==> src/rtl/cwp_pkg.sv <==
package cwp_pkg;
  parameter int WORD_W = 32;
  parameter int OP_W   = 4;
  parameter int OFF_W  = 12;
  parameter int CLS_W  = 10;
  parameter int MASK_W = 16;
  parameter int SCM_W  = 6;
  parameter int CNT_W  = 16;
  parameter int GCNT_W = 14;
  parameter int IDX_W  = 8;
  parameter int SUB_W  = 4;
  parameter int POS_W  = $clog2(MASK_W);

  localparam logic [OP_W-1:0] OP_SETCL   = 4'h0;
  localparam logic [OP_W-1:0] OP_STEP    = 4'h1;
  localparam logic [OP_W-1:0] OP_FIXED   = 4'h2;
  localparam logic [OP_W-1:0] OP_MASKED  = 4'h3;
  localparam logic [OP_W-1:0] OP_IMM     = 4'h4;
  localparam logic [OP_W-1:0] OP_RESTART = 4'h5;
  localparam logic [OP_W-1:0] OP_GATHER  = 4'h6;
  localparam logic [OP_W-1:0] OP_EXTEND  = 4'hE;

  typedef enum logic [1:0] {TAG_STEP, TAG_FIXED, TAG_MASK} tag_mode_e;

  typedef struct packed {
    logic              is_payload;
    logic              last;
    logic [WORD_W-1:0] data;
    logic [OP_W-1:0]   opcode;
    logic [CLS_W-1:0]  cls;
    logic [OFF_W-1:0]  offset;
    logic [MASK_W-1:0] mask;
    logic [CNT_W-1:0]  count;
    logic [15:0]       imm;
    logic [GCNT_W-1:0] gcount;
    logic              insert;
    logic              gtype;
    logic              acq;
    logic              rel;
    logic              unknown;
    logic [IDX_W-1:0]  index;
    logic [WORD_W-1:0] raddr;
  } beat_t;

  function automatic logic [CNT_W-1:0] popcount(input logic [MASK_W-1:0] m);
    logic [CNT_W-1:0] n;
    n = '0;
    for (int i = 0; i < MASK_W; i++) n = n + CNT_W'(m[i]);
    return n;
  endfunction

  function automatic logic [POS_W-1:0] lowest_set(input logic [MASK_W-1:0] m);
    logic [POS_W-1:0] p;
    p = '0;
    for (int i = MASK_W - 1; i >= 0; i--) if (m[i]) p = POS_W'(i);
    return p;
  endfunction
endpackage

==> src/rtl/cwp_hdr_decode.sv <==
module cwp_hdr_decode
  import cwp_pkg::*;
(
  input  logic [WORD_W-1:0] word,
  output beat_t             hdr,
  output tag_mode_e         mode,
  output logic [MASK_W-1:0] walk_mask
);
  logic [OP_W-1:0]  op;
  logic [SUB_W-1:0] sub;
  logic [OFF_W-1:0] off_f;

  assign op    = word[31:28];
  assign sub   = word[27:24];
  assign off_f = word[27:16];

  always_comb begin
    hdr        = '0;
    hdr.data   = word;
    hdr.opcode = op;
    mode       = TAG_FIXED;
    walk_mask  = '0;
    case (op)
      OP_SETCL: begin
        hdr.cls    = word[15:6];
        hdr.offset = off_f;
        hdr.mask   = MASK_W'(word[SCM_W-1:0]);
        hdr.count  = popcount(MASK_W'(word[SCM_W-1:0]));
        mode       = TAG_MASK;
        walk_mask  = MASK_W'(word[SCM_W-1:0]);
      end
      OP_STEP, OP_FIXED: begin
        hdr.offset = off_f;
        hdr.count  = word[CNT_W-1:0];
        mode       = (op == OP_STEP) ? TAG_STEP : TAG_FIXED;
      end
      OP_MASKED: begin
        hdr.offset = off_f;
        hdr.mask   = word[MASK_W-1:0];
        hdr.count  = popcount(word[MASK_W-1:0]);
        mode       = TAG_MASK;
        walk_mask  = word[MASK_W-1:0];
      end
      OP_IMM: begin
        hdr.offset = off_f;
        hdr.imm    = word[15:0];
      end
      OP_RESTART: hdr.raddr = {word[WORD_W-5:0], 4'b0000};
      OP_GATHER: begin
        hdr.offset = off_f;
        hdr.insert = word[15];
        hdr.gtype  = word[14];
        hdr.gcount = word[GCNT_W-1:0];
        hdr.count  = CNT_W'(1);
      end
      OP_EXTEND: begin
        hdr.index   = word[IDX_W-1:0];
        hdr.acq     = (sub == 4'h0);
        hdr.rel     = (sub == 4'h1);
        hdr.unknown = (sub != 4'h0) && (sub != 4'h1);
      end
      default: ;
    endcase
  end
endmodule

==> src/rtl/cwp_payload_seq.sv <==
module cwp_payload_seq
  import cwp_pkg::*;
(
  input  logic              clk,
  input  logic              rst_n,
  input  logic              accept,
  input  logic [CNT_W-1:0]  hdr_count,
  input  logic [OFF_W-1:0]  hdr_offset,
  input  tag_mode_e         hdr_mode,
  input  logic [MASK_W-1:0] hdr_mask,
  output logic              busy,
  output logic [OFF_W-1:0]  tag,
  output logic              last
);
  logic [CNT_W-1:0]  rem_q;
  logic [OFF_W-1:0]  base_q;
  logic [MASK_W-1:0] mask_q;
  tag_mode_e         mode_q;

  assign busy = (rem_q != '0);
  assign last = (rem_q == CNT_W'(1));

  always_comb begin
    case (mode_q)
      TAG_MASK: tag = base_q + OFF_W'(lowest_set(mask_q));
      default:  tag = base_q;
    endcase
  end

  always_ff @(posedge clk or negedge rst_n) begin
    if (!rst_n) begin
      rem_q  <= '0;
      base_q <= '0;
      mask_q <= '0;
      mode_q <= TAG_FIXED;
    end else if (accept) begin
      if (!busy) begin
        rem_q  <= hdr_count;
        base_q <= hdr_offset;
        mask_q <= hdr_mask;
        mode_q <= hdr_mode;
      end else begin
        rem_q <= rem_q - CNT_W'(1);
        if (mode_q == TAG_STEP) base_q <= base_q + OFF_W'(1);
        if (mode_q == TAG_MASK) mask_q <= mask_q & (mask_q - MASK_W'(1));
      end
    end
  end
endmodule

==> src/rtl/cwp_out_slice.sv <==
module cwp_out_slice #(
  parameter int W = 8
) (
  input  logic         clk,
  input  logic         rst_n,
  input  logic         up_valid,
  output logic         up_ready,
  input  logic [W-1:0] up_data,
  output logic         dn_valid,
  input  logic         dn_ready,
  output logic [W-1:0] dn_data
);
  assign up_ready = !dn_valid || dn_ready;

  always_ff @(posedge clk or negedge rst_n) begin
    if (!rst_n) begin
      dn_valid <= 1'b0;
      dn_data  <= '0;
    end else if (up_ready) begin
      dn_valid <= up_valid;
      if (up_valid) dn_data <= up_data;
    end
  end
endmodule

==> src/rtl/cmd_word_parser.sv <==
module cmd_word_parser
  import cwp_pkg::*;
(
  input  logic              clk,
  input  logic              rst_n,
  input  logic              in_valid,
  output logic              in_ready,
  input  logic [WORD_W-1:0] in_word,
  output logic              out_valid,
  input  logic              out_ready,
  output logic              out_payload,
  output logic              out_last,
  output logic [WORD_W-1:0] out_data,
  output logic [OP_W-1:0]   out_opcode,
  output logic [CLS_W-1:0]  out_class,
  output logic [OFF_W-1:0]  out_offset,
  output logic [MASK_W-1:0] out_mask,
  output logic [CNT_W-1:0]  out_count,
  output logic [15:0]       out_imm,
  output logic [GCNT_W-1:0] out_gcount,
  output logic              out_insert,
  output logic              out_gtype,
  output logic              out_lock_acq,
  output logic              out_lock_rel,
  output logic              out_unknown,
  output logic [IDX_W-1:0]  out_index,
  output logic [WORD_W-1:0] out_restart_addr
);
  localparam int BEAT_W = $bits(beat_t);

  beat_t             hdr, beat, held;
  tag_mode_e         hdr_mode;
  logic [MASK_W-1:0] hdr_walk;
  logic              busy, seq_last, accept;
  logic [OFF_W-1:0]  tag;
  logic [BEAT_W-1:0] held_bits;

  assign accept = in_valid && in_ready;

  cwp_hdr_decode u_dec (
    .word(in_word), .hdr(hdr), .mode(hdr_mode), .walk_mask(hdr_walk)
  );

  cwp_payload_seq u_seq (
    .clk(clk), .rst_n(rst_n), .accept(accept),
    .hdr_count(hdr.count), .hdr_offset(hdr.offset), .hdr_mode(hdr_mode),
    .hdr_mask(hdr_walk), .busy(busy), .tag(tag), .last(seq_last)
  );

  always_comb begin
    if (busy) begin
      beat            = '0;
      beat.is_payload = 1'b1;
      beat.last       = seq_last;
      beat.offset     = tag;
      beat.data       = in_word;
    end else begin
      beat = hdr;
    end
  end

  cwp_out_slice #(.W(BEAT_W)) u_out (
    .clk(clk), .rst_n(rst_n),
    .up_valid(in_valid), .up_ready(in_ready), .up_data(beat),
    .dn_valid(out_valid), .dn_ready(out_ready), .dn_data(held_bits)
  );

  assign held             = beat_t'(held_bits);
  assign out_payload      = held.is_payload;
  assign out_last         = held.last;
  assign out_data         = held.data;
  assign out_opcode       = held.opcode;
  assign out_class        = held.cls;
  assign out_offset       = held.offset;
  assign out_mask         = held.mask;
  assign out_count        = held.count;
  assign out_imm          = held.imm;
  assign out_gcount       = held.gcount;
  assign out_insert       = held.insert;
  assign out_gtype        = held.gtype;
  assign out_lock_acq     = held.acq;
  assign out_lock_rel     = held.rel;
  assign out_unknown      = held.unknown;
  assign out_index        = held.index;
  assign out_restart_addr = held.raddr;
endmodule

==> config.mk <==
export PLATFORM = sky130hd
export DESIGN_NAME = cmd_word_parser
export DESIGN_NICKNAME = d
export VERILOG_FILES = /design/src/rtl/cwp_pkg.sv /design/src/rtl/cwp_hdr_decode.sv /design/src/rtl/cwp_payload_seq.sv /design/src/rtl/cwp_out_slice.sv /design/src/rtl/cmd_word_parser.sv
export SDC_FILE = /design/constraint.sdc
export NUM_CORES = 1
export LEC_CHECK = 0
export ABC_AREA = 1
export BUFFER_PORTS_ARGS = -buffer_cell sky130_fd_sc_hd__buf_2
export CAP_MARGIN = 20
export CORE_ASPECT_RATIO = 1.4
export CORE_MARGIN = 2
export CORE_UTILIZATION = 35
export DETAILED_ROUTE_END_ITERATION = 10
export GPL_TIMING_DRIVEN = 0
export PLACE_DENSITY = 0.57
export SLEW_MARGIN = 20
export SYNTH_ARGS = -nofsm -noshare
export SYNTH_HDL_FRONTEND = slang
export SYNTH_SLANG_ARGS = --single-unit
export TNS_END_PERCENT = 50
==> constraint.sdc <==
create_clock -name clk -period 3.13 [get_ports clk]
set_clock_uncertainty 0.1 [all_clocks]
set_input_delay 0.4695 -clock clk [delete_from_list [all_inputs] [get_ports clk]]
set_output_delay 0.4695 -clock clk [all_outputs]
set_load 0.005 [all_outputs]
==> results of run 1 <==
==> where the power goes <==
part | leakage, nW | switching [W] | total [W] | internal (W)
Sequential | 2.66 | 0.000210 | 0.00317 | 0.00296
Combinational | 3.41 | 0.000872 | 0.00145 | 0.000578
Clock | 0.352 | 0.00114 | 0.00267 | 0.00153
==> tightest hold or removal path, cell delays in order <==
cell and delay, ns:
buf_2 0.08, inv_1 0.04, nand2_1 0.06
==> cell usage in the layout (no fill, tap or decap), types with 7 or more instances in the layout <==
cell / instances
buf_2: 208
o31ai_1: 18
o21ai_0: 87
fa_1: 9
a22oi_1: 13
a21oi_1: 16
clkbuf_1: 39
nand2_1: 324
nand4_1: 15
xor2_1: 8
inv_1: 100
a31oi_1: 34
buf_4: 13
nor3_1: 7
clkbuf_16: 22
nand3_1: 57
o21ai_1: 20
nor2_1: 90
dfrtp_1: 209
ha_1: 10
==> what timing repair did <==
action / in CTS / in global routing
hold buffers: 1 / 0
hold endpoints to repair: 39 / 0
resized for setup: 14 / 8
buffers inserted: 5 / 1
pin swaps: 10 / 10
endpoints found under the setup margin: 12 / 15
==> how the worst min path moves through the flow <==
stage,from,endpoint,cells after the start
floorplan,rst_n,u_out.dn_data[100],0
global placement,u_out.dn_data[152],u_out.dn_data[152],2
detailed placement,rst_n,u_out.dn_data[110],1
CTS,in_valid,u_out.dn_valid,3
global route,in_valid,u_out.dn_valid,3
finish,in_valid,u_out.dn_valid,3
==> registers in the layout (all words and copies together), names as in the netlist <==
name            flops
u_out.dn_data     163
u_seq.mask_q       16
u_seq.rem_q        16
u_seq.base_q       12
u_seq.mode_q        2
u_out.dn_valid      1
==> routing by layer <==
metal  up-vias  wire (µm)
met5         -          0
met4         0       1310
met3        79       1800
met2       301      16900
met1      4284      13500
li1       4161          -
==> cells by family (layout without fill, tap and decap cells) <==
group / Yosys count / after routing / share of synthesized area (%)
compound gates: 212 / 212 / 12.9
fa+ha+maj: 23 / 23 / 3.80
buf+inv: 161 / 409 / 6.69
xor+xnor: 8 / 8 / 0.719
flops: 210 / 210 / 53.9
other cells: 1 / 5 / 0.0385
simple gates: 512 / 512 / 21.9
==> final cells by class <==
cell class / count / area [µm²] / share of cell area (%)
diodes: 1 / 2.50 / 0.0206
plain buffers: 56 / 258 / 2.12
clock buffers: 32 / 648 / 5.32
clock inverters: 7 / 83.8 / 0.688
inverters: 105 / 394 / 3.24
multi-input cells: 759 / 3930 / 32.2
flip-flops and latches: 210 / 5260 / 43.2
well taps: 370 / 463 / 3.80
repair buffers: 209 / 1150 / 9.41
==> metrics by stage <==
| step | area, µm² | TNS, ns | setup slack, ns |
|---|---|---|---|
| 4_1_cts | 12100 | -7.46 | -0.867 |
| 6_report | 12200 | -7.78 | -0.919 |
| 2_1_floorplan | 9770 | -8.93 | -1.05 |
| 3_3_place_gp | 11200 | -493.12 | -2.31 |
| 5_1_grt | 12200 | -9.50 | -0.999 |
| 3_5_place_dp | 11300 | -15.04 | -1.70 |
==> results.py, run 1 <==
metrics = {
    "status": {
        "outcome": "finished with violations",
        "violations": "setup timing",
    },
    "min_path": {
        "hp-class": "input pin to flip-flop",
    },
    "global_route": {
        "grt_pass1_wl_um": 51300,
        "grt_antenna_before_repair": 1,
        "grt-ovfl-total": 0,
        "grt_usage_pct": 22.5,
        "grt_max_degree": 92,
        "grt_pass1_vias": 8866,
        "grtUsageMet1_pct": 28.0,
        "met2_usage_pct": 39.9,
        "use_met3_pct": 2.68,
        "grt.busiest_layer": "met2",
    },
    "logic_synthesis": {
        "synth-edff-count": 0,
        "synth_commonest_cells": "nand2_1, dfrtp_1, inv_1, nor2_1, o21ai_0",
        "synth.most_common_cell": "nand2_1",
        "syn_inst": 1127,
        "yosys_warnings": 0,
        "ys_seq_elements": 210,
        "yosysTopAreaCellShare_pct": 53.7,
        "avgSynthCellArea_um2": 8.65,
        "synth_cell_types": 47,
        "syn-cell-area_um2": 9750,
        "yosysTopAreaCell": "dfrtp_1",
        "seq_area_frac_synth_pct": 53.9,
        "synth_ff_type": "dfrtp_1",
        "synthArstFlopShare_pct": 100,
        "yosys-top-cells-area": "dfrtp_1, nand2_1, o21ai_0",
    },
    "clock_tree": {
        "clock-sinks": 210,
        "clk_path_buf_depth": 3,
        "numCtsBuffers": 22,
        "cts_tree": "built",
        "insertion_delay_ns": 0.52,
        "cts.reportedPaths.clkPinSlew_ns": 0.07,
        "cts-root-buf": "clkbuf_16",
        "htreeDepth": 1,
    },
    "power_and_ir_drop": {
        "total_power_w": 0.00728,
        "p_per_area_nw_per_um2": 598,
        "ir_worst_vdd_v": 0.000428,
        "p_leak_nw": 6.42,
    },
    "critical_path": {
        "cp-start-kind": "input pin",
        "critPathSlowestCell": "fa_1",
        "crit_family": "adder cells",
        "r2r_cells": 29,
        "critPathMaxStageDelay_ns": 0.52,
        "end_kind": "flip-flop",
        "r2r-end": "u_out.dn_data[117]",
        "path_buf_inv": 4,
        "cp_num_cells": 16,
        "required_ns": 3.42,
        "cp.arrival_ns": 4.34,
        "critical_path.endpoint": "u_seq.rem_q[2]",
        "crit_path_frequent_cell": "fa_1",
        "r2r_slack_ns": -0.07,
        "reg2reg_from": "u_seq.mask_q[14]",
        "crit_path_start": "in_word[0]",
        "path_cells": "buf_12 -> ha_4 -> inv_2 -> fa_1 -> fa_1 -> inv_2 -> fa_1 -> inv_1 -> fa_1 -> fa_2 -> fa_2 -> nor2_2 -> nand3b_1 -> o211ai_1 -> a21oi_2 -> a22oi_1",
        "cp_max_fo": 2,
        "crit_type": "input pin to flip-flop",
    },
    "routing": {
        "drc": 0,
        "vias": 8825,
        "final_antenna_net_count": 0,
        "wire_per_inst_um": 19.2,
        "drtIter0Drc": 568,
        "viasPerCell": 5.05,
        "first_pass_iters": 6,
        "routed_wl_um": 33500,
    },
    "die": {
        "die_x_um": 145,
        "die_h_um": 201,
        "io_pins": 205,
        "rows": 72,
        "die_area_um2": 29200,
        "core_um2": 27500,
        "start_util_pct": 35.5,
    },
    "placement": {
        "dp_hpwl_um": 24800,
        "place_inst": 1702,
        "gp_congestion": 0.909,
        "io_buffers": 200,
    },
    "sta": {
        "hold_slack_ns": 0.0677,
        "finalMaxSlewViolations": 0,
        "layout_min_cycle_time_ns": 4.05,
        "setup_ws_ns": -0.919,
        "fmax_ghz": 0.247,
        "hold_viol_final": 0,
        "tightest_slew_ns": 0.852,
        "period_share_pct": 129,
        "rsz0062_at_grt": "true",
        "setup_viol": 11,
        "slew_headroom_pct": 42.8,
    },
    "finish": {
        "fillers": 2812,
        "fin_nets": 1422,
        "stdcell_count": 1749,
        "drive_gt1_share_pct": 21.8,
        "utilization_pct": 44.3,
        "area_delta_synth_final_pct": 24.9,
    },
    "flow_run": {
        "cap_violations": 0,
    },
}
(Power assumes the default switching activity.)
==> run 2, diff against run 1 <==
--- a/config.mk
+++ b/config.mk
@@ -14,6 +14,7 @@
 export DETAILED_ROUTE_END_ITERATION = 10
 export GPL_TIMING_DRIVEN = 0
 export PLACE_DENSITY = 0.57
+export SETUP_SLACK_MARGIN = 0.02
 export SLEW_MARGIN = 20
 export SYNTH_ARGS = -nofsm -noshare
 export SYNTH_HDL_FRONTEND = slang
==> results.py, run 2 (synthesis gave the netlist of run 1 again) <==
metrics = {
    "flow_run": {
        "cap_violations": 0,
    },
    "finish": {
        "top_register": "u_out.dn_data",
        "mostFrequentLayoutCells": "nand2_1, dfrtp_1, buf_2, inv_1, nor2_1",
        "final_common_cell": "nand2_1",
        "stdcell_count": 1749,
        "largest_reg_flops": 163,
        "fin_nets": 1422,
        "stdcell_area_um2": 12200,
        "utilization_pct": 44.3,
        "drive_gt1_share_pct": 22.1,
        "area_delta_synth_final_pct": 25.0,
        "reg.largest.list": "u_out.dn_data x163, u_seq.mask_q x16, u_seq.rem_q x16",
        "fillers": 2810,
    },
    "routing": {
        "drtIter0Drc": 645,
        "routed_wl_um": 33500,
        "vias": 8877,
        "first_pass_iters": 5,
        "wire_per_inst_um": 19.1,
        "drc": 0,
        "final_antenna_net_count": 0,
        "viasPerCell": 5.08,
    },
    "critical_path": {
        "path_cells": "buf_12 -> ha_4 -> inv_2 -> fa_1 -> fa_2 -> inv_2 -> fa_1 -> inv_1 -> fa_2 -> fa_2 -> fa_2 -> nor2_2 -> nand3b_1 -> o211ai_1 -> a21oi_2 -> a22oi_1",
        "crit_type": "input pin to flip-flop",
        "critPathSlowestCell": "fa_2",
        "cp.arrival_ns": 4.31,
        "critPathMaxStageDelay_ns": 0.55,
        "end_kind": "flip-flop",
        "r2r_cells": 29,
        "crit_path_frequent_cell": "fa_2",
        "cp-start-kind": "input pin",
        "required_ns": 3.42,
        "reg2reg_from": "u_seq.mask_q[14]",
        "cp_max_fo": 2,
        "crit_path_start": "in_word[0]",
    },
    "placement": {
        "dp_hpwl_um": 24800,
        "gp_congestion": 0.909,
        "pre_cts_ws_ns": -1.70,
        "place_area_um2": 11300,
        "place_inst": 1702,
        "io_buffers": 200,
    },
    "min_path": {
        "hp-class": "input pin to flip-flop",
        "min-delay-start": "in_valid",
        "whs_path_depth": 3,
    },
    "power_and_ir_drop": {
        "power_frac_seq_pct": 43.5,
        "p_per_area_nw_per_um2": 598,
        "pwr-share-comb_pct": 20.0,
        "net-switching-power_w": 0.00222,
        "intPower_w": 0.00507,
        "ir_worst_vdd_v": 0.000428,
        "switching_share_pct": 30.4,
        "total_power_w": 0.00728,
        "p_leak_nw": 6.42,
        "clkPwrFrac_pct": 36.5,
    },
    "clock_tree": {
        "cts-root-buf": "clkbuf_16",
        "clock-sinks": 210,
        "clk_path_buf_depth": 3,
        "htreeDepth": 1,
        "numCtsBuffers": 22,
        "cts.reportedPaths.clkPinSlew_ns": 0.06,
        "insertion_delay_ns": 0.52,
        "cts_tree": "built",
    },
    "die": {
        "die_h_um": 201,
        "start_util_pct": 35.5,
        "io_pins": 205,
        "rows": 72,
        "die_x_um": 145,
        "die_area_um2": 29200,
        "core_um2": 27500,
    },
    "sta": {
        "rsz0062_at_grt": "true",
        "setup_ws_ns": -0.891,
        "hold_viol_final": 0,
        "period_share_pct": 128,
        "finalMaxSlewViolations": 0,
        "fmax_ghz": 0.249,
        "layout_min_cycle_time_ns": 4.02,
        "tightest_slew_ns": 0.895,
        "setup_viol": 11,
        "slew_headroom_pct": 39.9,
    },
    "global_route": {
        "grt_max_degree": 92,
        "grt_pass1_wl_um": 51300,
        "grt_usage_pct": 22.5,
        "grt_antenna_before_repair": 1,
        "grt_pass1_vias": 8866,
        "grt-ovfl-total": 0,
    },
    "status": {
        "violations": "setup timing",
        "outcome": "finished with violations",
    },
}
## run 2: worst paths after layout
kind | endpoint | slack, ns
worst max-delay path | u_seq.rem_q[2] | -0.89
worst min-delay path | u_out.dn_valid | 0.07
worst max register to register | u_out.dn_data[117] | -0.07
worst min register to register | u_out.dn_data[162] | 0.36
max in group asynchronous | u_out.dn_data[56] | 1.79
min in group asynchronous | u_out.dn_data[110] | 0.33
## run 2: what timing repair did
item	4_1_cts	5_1_grt
setup endpoints to repair	12	16
buffers inserted	5	1
resized for setup	14	12
endpoints found under the hold margin	39	0
pin swaps	10	11
hold buffers	1	0
## run 2: layer usage
metal	GRT usage [%]	vias up	part of all wire (%)
li1	-	4164	-
met1	28.0	4332	40
met2	39.9	308	51
met3	2.68	73	5.4
met4	8.80	0	3.8
met5	0	-	0
## run 2: through the flow
stage	hold WS, ns	TNS, ns
6_report	0.0680	-7.49
5_1_grt	0.0769	-9.26
4_1_cts	0.0561	-7.46
3_5_place_dp	0.291	-15.04
3_3_place_gp	0.352	-493.12
2_1_floorplan	0.0739	-8.93
## run 2: cell type report
cell class / count / area, µm² / area share, %
antenna: 1 / 2.50 / 0.0205
buffer: 56 / 258 / 2.12
clock buffer: 32 / 648 / 5.32
clock inverter: 7 / 83.8 / 0.688
inverter: 105 / 394 / 3.23
multi-input combinational: 759 / 3930 / 32.3
sequential: 210 / 5260 / 43.1
tap: 370 / 463 / 3.80
timing repair buffer: 209 / 1150 / 9.41
## run 2: power by group through the flow
stage | sequential [W] | clock [W] | combinational (W)
floorplan | 0.00318 | 0 | 0.000859
global placement | 0.00320 | 0 | 0.00134
detailed placement | 0.00321 | 0 | 0.00137
CTS | 0.00316 | 0.00272 | 0.00143
global route | 0.00320 | 0.00281 | 0.00165
finish | 0.00317 | 0.00266 | 0.00146
## run 2: critical path, delay by kind of cell
family	cells	cell delay, ns
buffers and inverters	4	0.22
and+or+nand+nor	2	0.22
AOI/OAI and AO/OA	3	0.49
adders and majority gates	7	2.89
